### src/rtl/cmode_seq_pkg.sv
`timescale 1ns/1ps
package cmode_seq_pkg;

    typedef enum logic [1:0] {
        MODE_FULL32 = 2'd0,
        MODE_COMP16 = 2'd1,
        MODE_TEMP32 = 2'd2
    } mode_e;

    typedef enum logic [1:0] {
        CTL_EXIT = 2'b00,
        CTL_STAY = 2'b01,
        CTL_ONCE = 2'b10,
        CTL_RESV = 2'b11
    } ctl_e;

    localparam int CLS_W     = 3;
    localparam int NUM_PAIRS = 2;

    typedef logic [CLS_W-1:0] cls_t;

    localparam cls_t CLS_OTHER = 3'd0;
    localparam cls_t CLS_FMUL  = 3'd1;
    localparam cls_t CLS_FDIV  = 3'd2;
    localparam cls_t CLS_FABS  = 3'd3;
    localparam cls_t CLS_FMR   = 3'd4;

    typedef struct packed {
        ctl_e ctl;
        logic alt;
    } half_ctl_t;

    function automatic cls_t pair_primary(input int idx);
        return (idx == 0) ? CLS_FMUL : CLS_FABS;
    endfunction

    function automatic cls_t pair_alternate(input int idx);
        return (idx == 0) ? CLS_FDIV : CLS_FMR;
    endfunction

endpackage

### src/rtl/cmode_seq_field.sv
`timescale 1ns/1ps
module cmode_seq_field
    import cmode_seq_pkg::*;
#(
    parameter int HALF_W = 16
) (
    input  logic [HALF_W-1:0] half_in,
    output half_ctl_t         fld
);
    localparam int CTL_HI_POS = HALF_W - 1;
    localparam int CTL_LO_POS = 0;
    localparam int ALT_POS    = HALF_W - 2;

    always_comb begin
        fld.ctl = ctl_e'({half_in[CTL_HI_POS], half_in[CTL_LO_POS]});
        fld.alt = half_in[ALT_POS];
    end
endmodule

### src/rtl/cmode_seq_fsm.sv
`timescale 1ns/1ps
module cmode_seq_fsm
    import cmode_seq_pkg::*;
(
    input  logic  clk,
    input  logic  rst,
    input  logic  vld,
    input  logic  enter,
    input  ctl_e  ctl,
    output mode_e mode_q,
    output mode_e mode_nxt,
    output logic  resv_q
);
    logic resv_d;

    always_comb begin
        mode_nxt = mode_q;
        resv_d   = 1'b0;
        if (vld) begin
            unique case (mode_q)
                MODE_FULL32: begin
                    if (enter) mode_nxt = MODE_COMP16;
                end
                MODE_COMP16: begin
                    unique case (ctl)
                        CTL_EXIT: mode_nxt = MODE_FULL32;
                        CTL_STAY: mode_nxt = MODE_COMP16;
                        CTL_ONCE: mode_nxt = MODE_TEMP32;
                        CTL_RESV: begin
                            mode_nxt = MODE_COMP16;
                            resv_d   = 1'b1;
                        end
                        default:  mode_nxt = MODE_COMP16;
                    endcase
                end
                MODE_TEMP32: mode_nxt = MODE_COMP16;
                default:     mode_nxt = MODE_FULL32;
            endcase
        end
    end

    always_ff @(posedge clk) begin
        if (rst) begin
            mode_q <= MODE_FULL32;
            resv_q <= 1'b0;
        end else begin
            mode_q <= mode_nxt;
            resv_q <= resv_d;
        end
    end
endmodule

### src/rtl/cmode_seq_remap.sv
`timescale 1ns/1ps
module cmode_seq_remap
    import cmode_seq_pkg::*;
(
    input  mode_e mode,
    input  logic  alt,
    input  logic  narrow,
    input  cls_t  cls_in,
    output cls_t  cls_out
);
    logic [NUM_PAIRS-1:0] hit;
    cls_t                 alt_val [NUM_PAIRS];
    logic                 remap_en;

    assign remap_en = (mode == MODE_COMP16) && alt && !narrow;

    for (genvar p = 0; p < NUM_PAIRS; p++) begin : g_pair
        assign hit[p]     = (cls_in == pair_primary(p));
        assign alt_val[p] = pair_alternate(p);
    end

    always_comb begin
        cls_out = cls_in;
        if (remap_en) begin
            for (int p = 0; p < NUM_PAIRS; p++) begin
                if (hit[p]) cls_out = alt_val[p];
            end
        end
    end
endmodule

### src/rtl/cmode_seq.sv
`timescale 1ns/1ps
module cmode_seq
    import cmode_seq_pkg::*;
#(
    parameter int HALF_W = 16
) (
    input  logic              clk,
    input  logic              rst,
    input  logic              insn_vld,
    input  logic [HALF_W-1:0] insn_half,
    input  logic              enter_comp,
    input  logic              narrow_form,
    input  logic [CLS_W-1:0]  op_cls_in,
    output logic [1:0]        cur_mode,
    output logic [1:0]        next_mode,
    output logic [CLS_W-1:0]  op_cls_out,
    output logic              resv_flag
);
    half_ctl_t fld;
    mode_e     mode_q;
    mode_e     mode_nxt;
    logic      unused_body;

    assign unused_body = ^insn_half[HALF_W-3:1];

    cmode_seq_field #(.HALF_W(HALF_W)) u_field (
        .half_in (insn_half),
        .fld     (fld)
    );

    cmode_seq_fsm u_fsm (
        .clk      (clk),
        .rst      (rst),
        .vld      (insn_vld),
        .enter    (enter_comp),
        .ctl      (fld.ctl),
        .mode_q   (mode_q),
        .mode_nxt (mode_nxt),
        .resv_q   (resv_flag)
    );

    cmode_seq_remap u_remap (
        .mode    (mode_q),
        .alt     (fld.alt),
        .narrow  (narrow_form),
        .cls_in  (op_cls_in),
        .cls_out (op_cls_out)
    );

    assign cur_mode  = mode_q;
    assign next_mode = mode_nxt;
endmodule

### config.mk
export PLATFORM = sky130hd
export DESIGN_NAME = cmode_seq
export DESIGN_NICKNAME = d
export VERILOG_FILES = /design/src/rtl/cmode_seq_pkg.sv /design/src/rtl/cmode_seq_field.sv /design/src/rtl/cmode_seq_fsm.sv /design/src/rtl/cmode_seq_remap.sv /design/src/rtl/cmode_seq.sv
export SDC_FILE = /design/constraint.sdc
export NUM_CORES = 1
export LEC_CHECK = 0
export ABC_AREA = 1
export BUFFER_PORTS_ARGS = -buffer_cell sky130_fd_sc_hd__buf_2
export CORE_AREA = 4 4 41 43
export DETAILED_ROUTE_END_ITERATION = 16
export DIE_AREA = 0 0 45 47
export SLEW_MARGIN = 40
export SYNTH_ARGS = -nofsm -noshare
export SYNTH_HDL_FRONTEND = slang
export SYNTH_SLANG_ARGS = --single-unit
### constraint.sdc
create_clock -name clk -period 1.5 [get_ports clk]
set_input_delay 0.15 -clock clk [delete_from_list [all_inputs] [get_ports clk]]
set_output_delay 0.15 -clock clk [all_outputs]
set_load 0.005 [all_outputs]
==> flow_metrics.env <==
export IMPL_cts_tree="done"
export IMPL_hold_class="input port to flip-flop"
export IMPL_startpoint_type="flip-flop"
export IMPL_cts_buffer_depth=2
export IMPL_power_density_nw_per_um2=807.5
export IMPL_synth_top_area_cell="dfxtp_1"
export IMPL_synth_top_cell_area_share_pct=26.97
export IMPL_clkSinkCount=3
export IMPL_p_leak_uw=0.0002331
export IMPL_antenna_found_initial=0
export IMPL_endpoint_kind="primary output"
export IMPL_path_max_fanout=6
export IMPL_grt_pass1_vias=244
export IMPL_finalNetCount=87
export IMPL_core_area_um2=1301
export IMPL_peakVddDrop_mv=0.2979
export IMPL_rsz0062_at_grt="false"
export IMPL_fp_dieH_um=47
export IMPL_gp_congestion=0.7183
export IMPL_setup_violations_final=0
export IMPL_yosysWarnings=0
export IMPL_synth_area_per_cell_um2=5.568
export IMPL_antenna_cells=0
export IMPL_fmax_mhz=770.8
export IMPL_synth_area_leaders="dfxtp_1 27%, nand2_1 19%, inv_1 17%"
export IMPL_min_from="rst"
export IMPL_slew_headroom_pct=85.79
export IMPL_worst_slew_pin_slew_ps=212.8
export IMPL_syn_num_nets=64
export IMPL_ys_ff_latch=3
export IMPL_drt_iter0_markers=6
export IMPL_hpwl_um=459.5
export IMPL_yosys_cell_count_top_type="nand2_1"
export IMPL_ys_flop_type="dfxtp_1"
export IMPL_synth_area_um2=222.7
export IMPL_critPathRequiredTime_ps=1350
export IMPL_tns_ps=0
export IMPL_htree_levels=1
export IMPL_holdBufCountCts=0
export IMPL_die_x_um=45
export IMPL_rows=13
export IMPL_worstSkewPairLatency_ps=230
export IMPL_overflow=0
export IMPL_netlist_top_cells_count="11 x nand2_1, 10 x inv_1, 6 x nor2_1"
export IMPL_postCtsResizedCells=0
export IMPL_drcViolationCount=0
export IMPL_drive_above_1_share_pct=38.71
export IMPL_clock_skew_ps=1.265
export IMPL_status="complete, no violations"
export IMPL_ant_nets=0
export IMPL_n_fill_cell=153
export IMPL_postCtsSetupRepairBufs=0
export IMPL_timing_rr_start="u_fsm.mode_q[1]"
export IMPL_syn2layout_area_growth_pct=60.67
export IMPL_layout_cells_non_filler=77
export IMPL_min_period_ps=1297
export IMPL_critPathLaunch="u_fsm.mode_q[0]"
export IMPL_syn_inst=40
export IMPL_slew_violations=0
export IMPL_routed_wl_um=603
export IMPL_hold_viol_final=0
export IMPL_grt_pass1_wl_um=883
export IMPL_vias=295
export IMPL_cts_buffers=3
export IMPL_wire_per_inst_um=7.831
export IMPL_yosysSeqAreaShare_pct=26.97
export IMPL_vias_per_cell=3.831
export IMPL_critPathArrivalTime_ps=1150
export IMPL_grt_total_usage_pct=6.230
export IMPL_cap_violations=0
export IMPL_min_period_over_period_pct=86.49
export IMPL_dieArea_um2=2115
export IMPL_io_buffers=18
export IMPL_dp_cells=73
export IMPL_initial_core_util_pct=17.12
export IMPL_synth_cell_types=11
export IMPL_synth_edf_count=0
export IMPL_grt_max_degree=7
export IMPL_io_pins=32
export IMPL_cts_clk_slew_worst_paths_ps=40
export IMPL_crit_type="flip-flop to primary output"
export IMPL_async_flop_share_pct=0
export IMPL_dr_pass1_iters=4
export IMPL_root_buffer="clkbuf_4"
## sequential cells by signal, summed over array words and instances (netlist names)
signal	flops
u_fsm.mode_q	2
u_fsm.resv_q	1
## report_power, final
group          switching [uW]  leakage (uW)  internal [uW]
Sequential               3.52     0.0000244           82.7
Clock                    47.5     0.0000150            100
Combinational            27.9      0.000194           27.2
## stage by stage
stage	util (%)	total power, uW	hold WS (ps)	setup slack, ps	instance area (um^2)
2_1_floorplan	-	112.9	222.4	599.4	222.7
3_3_place_gp	25.48	141.9	327.3	451.0	331.6
3_5_place_dp	25.48	142.7	327.0	442.6	331.6
4_1_cts	27.50	295.1	79.24	185.2	357.8
5_1_grt	27.50	314.1	77.57	74.46	357.8
6_report	27.50	288.9	83.20	202.6	357.8
## final cells by class
type / instances / area, um^2 / share of cell area (%)
multi-input cells: 27 / 125.1 / 34.97
repair buffers: 18 / 90.09 / 25.17
flip-flops and latches: 3 / 60.06 / 16.78
inverters: 10 / 37.54 / 10.49
clock buffers: 4 / 26.28 / 7.343
well taps: 15 / 18.77 / 5.245
## worst max-delay path, cell delays in order (launching register included)
cell     delay (ps)
dfxtp_1         420
nand2_2          90
nor2_2          140
nand2_1          60
nand2_1          50
inv_1            30
buf_2           110
## cells in the final DEF (no fill, tap or decap)
master and count:
nand4_1 1, a21o_1 1, nand2_1 11, inv_1 10, buf_2 18, nand3_1 4
dfxtp_1 3, clkbuf_4 3, o21ai_0 1, nand2_2 1, nor2_1 6, clkbuf_1 1
nor2_2 1, nand3_2 1
## metal layers
| metal | vias to the layer above | wire (um) | part of all wire [%] | GRT usage (%) |
|---|---|---|---|---|
| met3 | 0 | 70 | 12 | 2.299 |
| met4 | 0 | 0 | 0 | 7.018 |
| met1 | 116 | 292 | 48 | 6.787 |
| li1 | 163 | - | - | - |
| met2 | 16 | 240 | 40 | 8.757 |
| met5 | - | 0 | 0 | 0 |
## kinds of logic (layout without fill, tap and decap cells)
kind of cell / after synthesis / count (layout) / synth area share, %
compound gates: 2 / 2 / 5.617
simple gates: 25 / 25 / 50.57
flops: 3 / 3 / 26.97
buf+inv: 10 / 32 / 16.86
## path summary, 6_finish.rpt
check                          to  slack (ps)  cells past startpoint
setup / recovery    op_cls_out[0]         200                      6
hold / removal    u_fsm.mode_q[1]          80                      2
hold reg to reg      u_fsm.resv_q         600                      2
setup reg to reg  u_fsm.mode_q[0]         650                      6
(Power assumes the default switching activity.)
